## config.mk

```make
export PLATFORM = sky130hd
export DESIGN_NAME = cdiv_channel
export DESIGN_NICKNAME = d
export VERILOG_FILES = /design/src/rtl/cdiv_pkg.sv /design/src/rtl/cdiv_cfg_hold.sv /design/src/rtl/cdiv_stage.sv /design/src/rtl/cdiv_out_reg.sv /design/src/rtl/cdiv_channel.sv
export SDC_FILE = /design/constraint.sdc
export NUM_CORES = 1
export LEC_CHECK = 0
export ABC_AREA = 1
export BUFFER_PORTS_ARGS = -buffer_cell sky130_fd_sc_hd__buf_2
export CORE_MARGIN = 3
export CORE_UTILIZATION = 30
export CTS_CLUSTER_DIAMETER = 100
export CTS_CLUSTER_SIZE = 14
export DETAILED_ROUTE_END_ITERATION = 6
export GPL_TIMING_DRIVEN = 0
export HOLD_SLACK_MARGIN = 0.06
export PLACE_DENSITY = 0.5
export SLEW_MARGIN = 0
export SYNTH_ARGS = -nofsm -noshare
export SYNTH_HDL_FRONTEND = slang
export SYNTH_HIERARCHICAL = 1
export SYNTH_SLANG_ARGS = --single-unit
```

## constraint.sdc

```tcl
create_clock -name clk -period 1.9 [get_ports clk]
set_input_delay 0.57 -clock clk [delete_from_list [all_inputs] [get_ports clk]]
set_output_delay 0.57 -clock clk [all_outputs]
set_load 0.1 [all_outputs]
```

## src/rtl/cdiv_pkg.sv

```systemverilog
package cdiv_pkg;
  parameter int CNT_W  = 4;
  parameter int NUM_ST = 2;

  typedef struct packed {
    logic [CNT_W-1:0] hi;
    logic [CNT_W-1:0] lo;
    logic [CNT_W-1:0] ph;
    logic             start;
    logic             bypass;
  } stage_cfg_t;
endpackage

```

## src/rtl/cdiv_cfg_hold.sv

```systemverilog
module cdiv_cfg_hold
  import cdiv_pkg::*;
(
  input  logic       clk,
  input  logic       rst,
  input  logic       load,
  input  stage_cfg_t cfg_i,
  output stage_cfg_t cfg_o
);
  always_ff @(posedge clk) begin
    if (rst || load) cfg_o <= cfg_i;
  end

  AST_SHADOW_FROZEN: assert property (@(posedge clk) disable iff (rst)
    !load |=> $stable(cfg_o));
endmodule

```

## src/rtl/cdiv_stage.sv

```systemverilog
module cdiv_stage
  import cdiv_pkg::*;
(
  input  logic       clk,
  input  logic       rst,
  input  logic       hold,
  input  logic       in_tick,
  input  logic       in_level,
  input  stage_cfg_t cfg_i,
  output logic       out_tick,
  output logic       out_level
);
  stage_cfg_t       cfg_q;
  logic [CNT_W-1:0] wait_q;
  logic [CNT_W-1:0] cnt_q;
  logic [CNT_W-1:0] lim;
  logic             lvl_q;
  logic             tick_q;
  logic             in_wait;
  logic             flip;
  logic             start_in;

  cdiv_cfg_hold u_shadow (
    .clk   (clk),
    .rst   (rst),
    .load  (hold),
    .cfg_i (cfg_i),
    .cfg_o (cfg_q)
  );

  assign start_in = cfg_i.start;
  assign lim      = lvl_q ? cfg_q.hi : cfg_q.lo;
  assign in_wait  = (wait_q != '0);
  assign flip     = in_tick && !in_wait && (cnt_q == lim);

  always_ff @(posedge clk) begin
    if (rst || hold) begin
      wait_q <= cfg_i.ph;
      cnt_q  <= '0;
      lvl_q  <= cfg_i.start;
      tick_q <= 1'b0;
    end else if (cfg_q.bypass) begin
      tick_q <= 1'b0;
    end else begin
      tick_q <= flip && !lvl_q;
      if (in_tick) begin
        if (in_wait) begin
          wait_q <= wait_q - 1'b1;
        end else if (cnt_q == lim) begin
          lvl_q <= ~lvl_q;
          cnt_q <= '0;
        end else begin
          cnt_q <= cnt_q + 1'b1;
        end
      end
    end
  end

  assign out_level = cfg_q.bypass ? in_level : lvl_q;
  assign out_tick  = cfg_q.bypass ? in_tick  : tick_q;

  AST_CNT_BOUND: assert property (@(posedge clk) disable iff (rst)
    cnt_q <= lim);
  AST_START_LEVEL: assert property (@(posedge clk) disable iff (rst)
    hold |=> (lvl_q == $past(start_in)));
  AST_MOVE_ON_TICK: assert property (@(posedge clk) disable iff (rst)
    (!hold && !in_tick) |=> $stable(lvl_q));
  AST_OFFSET_WAIT: assert property (@(posedge clk) disable iff (rst)
    (!hold && in_wait) |=> $stable(lvl_q));
endmodule

```

## src/rtl/cdiv_out_reg.sv

```systemverilog
module cdiv_out_reg #(
  parameter int N = 2
) (
  input  logic         clk,
  input  logic         rst,
  input  logic         nosync,
  input  logic         force_hi,
  input  logic [N-1:0] lvl_i,
  output logic [N-1:0] q_o
);
  always_ff @(posedge clk) begin
    if (rst)         q_o <= '0;
    else if (nosync) q_o <= {N{force_hi}};
    else             q_o <= lvl_i;
  end

  AST_FORCED_LEVEL: assert property (@(posedge clk) disable iff (rst)
    nosync |=> (q_o == {N{$past(force_hi)}}));
endmodule

```

## src/rtl/cdiv_channel.sv

```systemverilog
module cdiv_channel
  import cdiv_pkg::*;
(
  input  logic             clk,
  input  logic             rst,
  input  logic             sync_i,
  input  logic             nosync_i,
  input  logic             force_hi_i,
  input  logic [CNT_W-1:0] a_hi_i,
  input  logic [CNT_W-1:0] a_lo_i,
  input  logic [CNT_W-1:0] a_phase_i,
  input  logic             a_start_i,
  input  logic             a_bypass_i,
  input  logic [CNT_W-1:0] b_hi_i,
  input  logic [CNT_W-1:0] b_lo_i,
  input  logic [CNT_W-1:0] b_phase_i,
  input  logic             b_start_i,
  input  logic             b_bypass_i,
  output logic             a_out_o,
  output logic             b_out_o
);
  stage_cfg_t        cfg [NUM_ST];
  logic [NUM_ST-1:0] tick;
  logic [NUM_ST-1:0] lvl;
  logic [NUM_ST-1:0] q;
  logic              hold;

  assign hold = sync_i && !nosync_i;

  assign cfg[0] = '{hi: a_hi_i, lo: a_lo_i, ph: a_phase_i,
                    start: a_start_i, bypass: a_bypass_i};
  assign cfg[1] = '{hi: b_hi_i, lo: b_lo_i, ph: b_phase_i,
                    start: b_start_i, bypass: b_bypass_i};

  for (genvar g = 0; g < NUM_ST; g++) begin : g_stage
    logic src_tick;
    logic src_level;
    if (g == 0) begin : g_head
      assign src_tick  = 1'b1;
      assign src_level = 1'b1;
    end else begin : g_tail
      assign src_tick  = tick[g-1];
      assign src_level = lvl[g-1];
    end
    cdiv_stage u_stage (
      .clk       (clk),
      .rst       (rst),
      .hold      (hold),
      .in_tick   (src_tick),
      .in_level  (src_level),
      .cfg_i     (cfg[g]),
      .out_tick  (tick[g]),
      .out_level (lvl[g])
    );
  end

  cdiv_out_reg #(.N(NUM_ST)) u_out (
    .clk      (clk),
    .rst      (rst),
    .nosync   (nosync_i),
    .force_hi (force_hi_i),
    .lvl_i    (lvl),
    .q_o      (q)
  );

  assign a_out_o = q[0];
  assign b_out_o = q[NUM_ST-1];

  AST_NOSYNC_IGNORES: assert property (@(posedge clk) disable iff (rst)
    (nosync_i && $past(nosync_i)) |-> (a_out_o == b_out_o));
endmodule

```

* After elaboration in Yosys (flattened, before gate mapping)
Index checks and enable logic that the tools add are counted.
Widths: inputs -> output; s select.
** Storage, ports and cells
- Bits of input ports :: 33
- Register bits after elaboration :: 39
- Output and inout port bits :: 2
- Word-level logic and storage cells :: 75
** Cells by class
- Eq/ne operators :: 6
- Add/sub/neg operators :: 4
- Multiplexer cells :: 24
- Bitwise logic cells :: 6
- Reductions and logical operators :: 21
** Operator list (number)
- $mux 4 :: 11
- $mux 1 :: 12
- $reduce_bool 2->1 :: 5
- $reduce_and 3->1 :: 3
- $add 4x1->4 const B :: 2
- $eq 4x4->1 :: 2
- $reduce_bool 4->1 :: 2
- $sub 4x1->4 const B :: 2
- $ne 2x2->1 const B :: 3
- $not 1->1 :: 6
- $reduce_and 2->1 :: 2
- $reduce_and 4->1 :: 1
- $logic_and 1x1->1 :: 3
- $logic_not 1->1 :: 3
- $mux 2 :: 1
- $ne 2x1->1 const B :: 1
- $reduce_or 2->1 :: 1
- $logic_or 1x1->1 :: 1

* Depth between registers and ports, before layout
- Depth in word-level cells :: 7
- Gate-level depth with buffers :: 9

* By module
Netlist, hierarchy kept.
** By module, submodules not included
- cdiv_stage :: times used 2, area each 659.4 um^2, cells an instance 90
- cdiv_cfg_hold :: times used 2, area each 431.7 um^2, cells an instance 17
- cdiv_out_reg :: times used 1, area each 65.1 um^2, cells an instance 8
- cdiv_channel :: times used 1, area each 13.8 um^2, cells an instance 3

* Worst setup path after synthesis
OpenSTA, ideal clock, no wires.
- Path type :: reg2reg
- From :: reg g_stage[0].u_stage.wait_q[0]
- To :: reg g_stage[0].u_stage.lvl_q (enable)
- Setup slack :: 0.370 ns
- Data arrival time :: 1.236 ns
- Period minus slack after synthesis :: 1.530 ns
- Cell stages (with the launch flop) :: 9
- Cells stage by stage :: edfxtp_1 -> inv_1 -> ha_1 -> inv_1 -> nor3_4 -> nand2_2 -> nor2_1 -> nand3_2 -> nand2_4
** Between the ends
- Longest elaborated chain between the ends :: 3
** Ends and longest elaborated chain
- start: declaration :: line cdiv_stage.sv:14 : logic [CNT_W-1:0] wait_q;
- start signal: assignment :: line cdiv_stage.sv:38 : wait_q <= cfg_i.ph;
- start signal: assignment :: line cdiv_stage.sv:48 : wait_q <= wait_q - 1'b1;
- $reduce_bool 4->1 :: line cdiv_stage.sv:33 : assign in_wait = (wait_q != '0);
- $ne 2x2->1 (no line)
- $reduce_and 3->1 (no line)
- end signal: assignment :: line cdiv_stage.sv:40 : lvl_q <= cfg_i.start;
- end signal: assignment :: line cdiv_stage.sv:50 : lvl_q <= ~lvl_q;
- end: declaration :: line cdiv_stage.sv:17 : logic lvl_q;
No other way between the ends.
A chain may end at the register's enable or synchronous reset.

* Worst setup path after layout
Same ends and word-level chain as after synthesis.

==> results.py <==
metrics = {
    "pwr": {
        "p_seq_frac": 0.545,
        "switching_share": 0.2561,
        "combPwrFrac": 0.138,
        "powerDensity_mw_per_mm2": 837.7,
        "power.switching_mw": 0.4924,
        "leakage_nw": 1.016,
        "ir_drop_uv": 453.0,
        "p_clk_frac": 0.317,
        "p_int_mw": 1.431,
    },
    "sta": {
        "setup_viol": 0,
        "fmax_mhz": 597.1,
        "final.setup.tns_ns": 0,
        "finalCritPeriodShare": 0.8814,
        "clock_skew_ns": 0.004484,
        "finalHoldWorstSlack_ns": 0.4526,
        "rsz0062_at_grt": "false",
        "worst_slew_pin_slew_ns": 0.5741,
        "min_period_ns": 1.675,
        "slew_violations": 0,
        "hold_viol": 0,
        "slew_headroom": 0.6140,
    },
    "placed_design": {
        "dpl.hpwl_mm": 2.593,
        "place_congestion": 0.7164,
        "place_area_sq_mm": 0.002196,
        "io_buffers": 34,
        "dp.cells": 321,
    },
    "cts": {
        "cts_sinks": 39,
        "post_cts_buffers": 0,
        "tritoncts": "done",
        "clk_pin_slew_ns": 0.07,
        "cts_buffer_depth": 2,
        "cts-resized-gates": 0,
        "cts_made_buffers": 5,
        "cts_hold_buf": 0,
        "cts_root_buf": "clkbuf_8",
        "htree_levels": 2,
        "insertion_delay_ns": 0.29,
    },
    "die": {
        "die_area_sq_mm": 0.007425,
        "rows": 28,
        "die_x_um": 86.17,
        "io_pins": 35,
        "core_sq_mm": 0.006061,
        "die_y_um": 86.17,
        "start_util": 0.3181,
    },
    "route": {
        "num_vias": 1349,
        "drtIter0Drc": 40,
        "wl_mm": 3.408,
        "avgViaCountPerCell": 4.100,
        "wl_per_cell_um": 10.36,
        "first_pass_iters": 4,
        "ant_nets": 0,
        "drc_errors": 0,
    },
    "outcome": {
        "outcome": "completed",
    },
    "critical_path": {
        "slowest_delay_ns": 0.42,
        "critical_path.most_common_cell": "inv_1",
        "cp_slowest_cell": "edfxtp_1",
        "path_cells": "inv_1 > ha_1 > inv_1 > nor3_4 > nand2_2 > nor2_1 > nand3_2 > nand2_4",
        "start_kind": "register",
        "path_class": "register to register",
        "arrival_ns": 1.68,
        "path_buf_inv": 2,
        "crit_path_end_kind": "register",
        "cp_max_fo": 5,
        "crit_required_ns": 1.91,
        "cpLargestDelayFamily": "simple AND/OR/NAND/NOR gates",
    },
    "run": {
        "cap_violations": 0,
    },
    "final_layout": {
        "utilization": 0.3788,
        "design_area_sq_mm": 0.002296,
        "synthToLayoutAreaGrowth_pct": 19.08,
        "final_nets": 290,
        "n_antenna_cell": 0,
        "drive_above_1_share": 0.2362,
        "final_cells": 329,
    },
    "global_routing": {
        "grt_pass1_vias": 1244,
        "grt_antenna_before_repair": 0,
        "grt_pass1_wl_mm": 5.761,
        "grt_usage": 0.1025,
        "grt_max_degree": 12,
        "grt-ovfl-total": 0,
    },
    "synth": {
        "syn_area_sq_mm": 0.001928,
        "ys_warn_count": 6,
        "avgSynthCellArea_sq_um": 9.138,
        "synthCells": 211,
    },
    "worst_hold_path": {
        "hold_path.class": "primary input to register",
    },
}
==> power by group through the flow <==
stage,sequential [mW],clock [mW],combinational (mW)
detailed placement,1.07,0,0.271
global route,1.06,0.669,0.310
finish,1.05,0.609,0.266
floorplan,1.08,0,0.174
CTS,1.05,0.635,0.271
global placement,1.07,0,0.265
==> worst reg2reg max path, stage by stage, from the launching register on <==
cell and delay, ns:
edfxtp_1 0.42, inv_1 0.08, ha_1 0.18, inv_1 0.08, nor3_4 0.17, nand2_2 0.12, nor2_1 0.15, nand3_2 0.12
nand2_4 0.10
==> registers in the layout, indices dropped and copies added (netlist names) <==
register / cells
g_stage.u_stage/u_shadow/cfg_o: 18
g_stage.u_stage/cnt_q: 8
g_stage.u_stage/wait_q: 8
g_stage.u_stage/lvl_q: 2
u_out/q_o: 2
g_stage.u_stage/tick_q: 1
==> worst paths after layout <==
| check | start | endpoint | slack [ns] | cells after the start |
|---|---|---|---|---|
| worst min register to register | g_stage[0].u_stage/cnt_q[3] | g_stage[0].u_stage/cnt_q[3] | 0.58 | 3 |
| worst min-delay path | a_bypass_i | g_stage[0].u_stage/u_shadow/cfg_o[0] | 0.45 | 1 |
| worst max register to register | g_stage[0].u_stage/wait_q[0] | g_stage[0].u_stage/lvl_q | 0.23 | 8 |
| worst max-delay path | g_stage[0].u_stage/wait_q[0] | g_stage[0].u_stage/lvl_q | 0.23 | 8 |
==> cells in the final DEF, fill, tap and decap left out <==
cell type and instances:
nand2_4 2, nand2_1 45, dfxtp_1 11, clkbuf_1 1
inv_2 2, o21ai_0 6, conb_1 2, edfxtp_1 28
xnor2_1 4, nor3_4 2, nor2_1 26, o31ai_1 2
ha_1 4, nand3_2 2, nor2_2 3, nand3_1 14
xor2_1 8, buf_2 36, a21oi_1 11, clkbuf_8 7
inv_1 30, nor3_1 2, nand2_2 6
==> cell type report <==
| type | instances | area (sq um) |
|---|---|---|
| inverter | 32 | 120.1 |
| fill | 622 | 3765 |
| multi-input combinational | 139 | 740.7 |
| sequential | 39 | 1061 |
| timing repair buffer | 34 | 170.2 |
| buffer | 2 | 10.01 |
| tap | 75 | 93.84 |
| clock buffer | 8 | 100.1 |
==> through the flow <==
stage,power [mW],worst slack (ns)
finish,1.923,0.2253
global route,2.037,0.08159
CTS,1.954,0.1996
detailed placement,1.339,0.1315
global placement,1.331,0.1208
floorplan,1.253,0.3698
==> layer usage <==
layer,part of all wire,track usage,up-vias
met5,0,0,-
met2,0.39,0.1367,36
met3,0.069,0.03897,2
li1,-,-,756
met4,0.011,0.04816,0
met1,0.53,0.1453,555
Power figures use the tool's default switching activity.
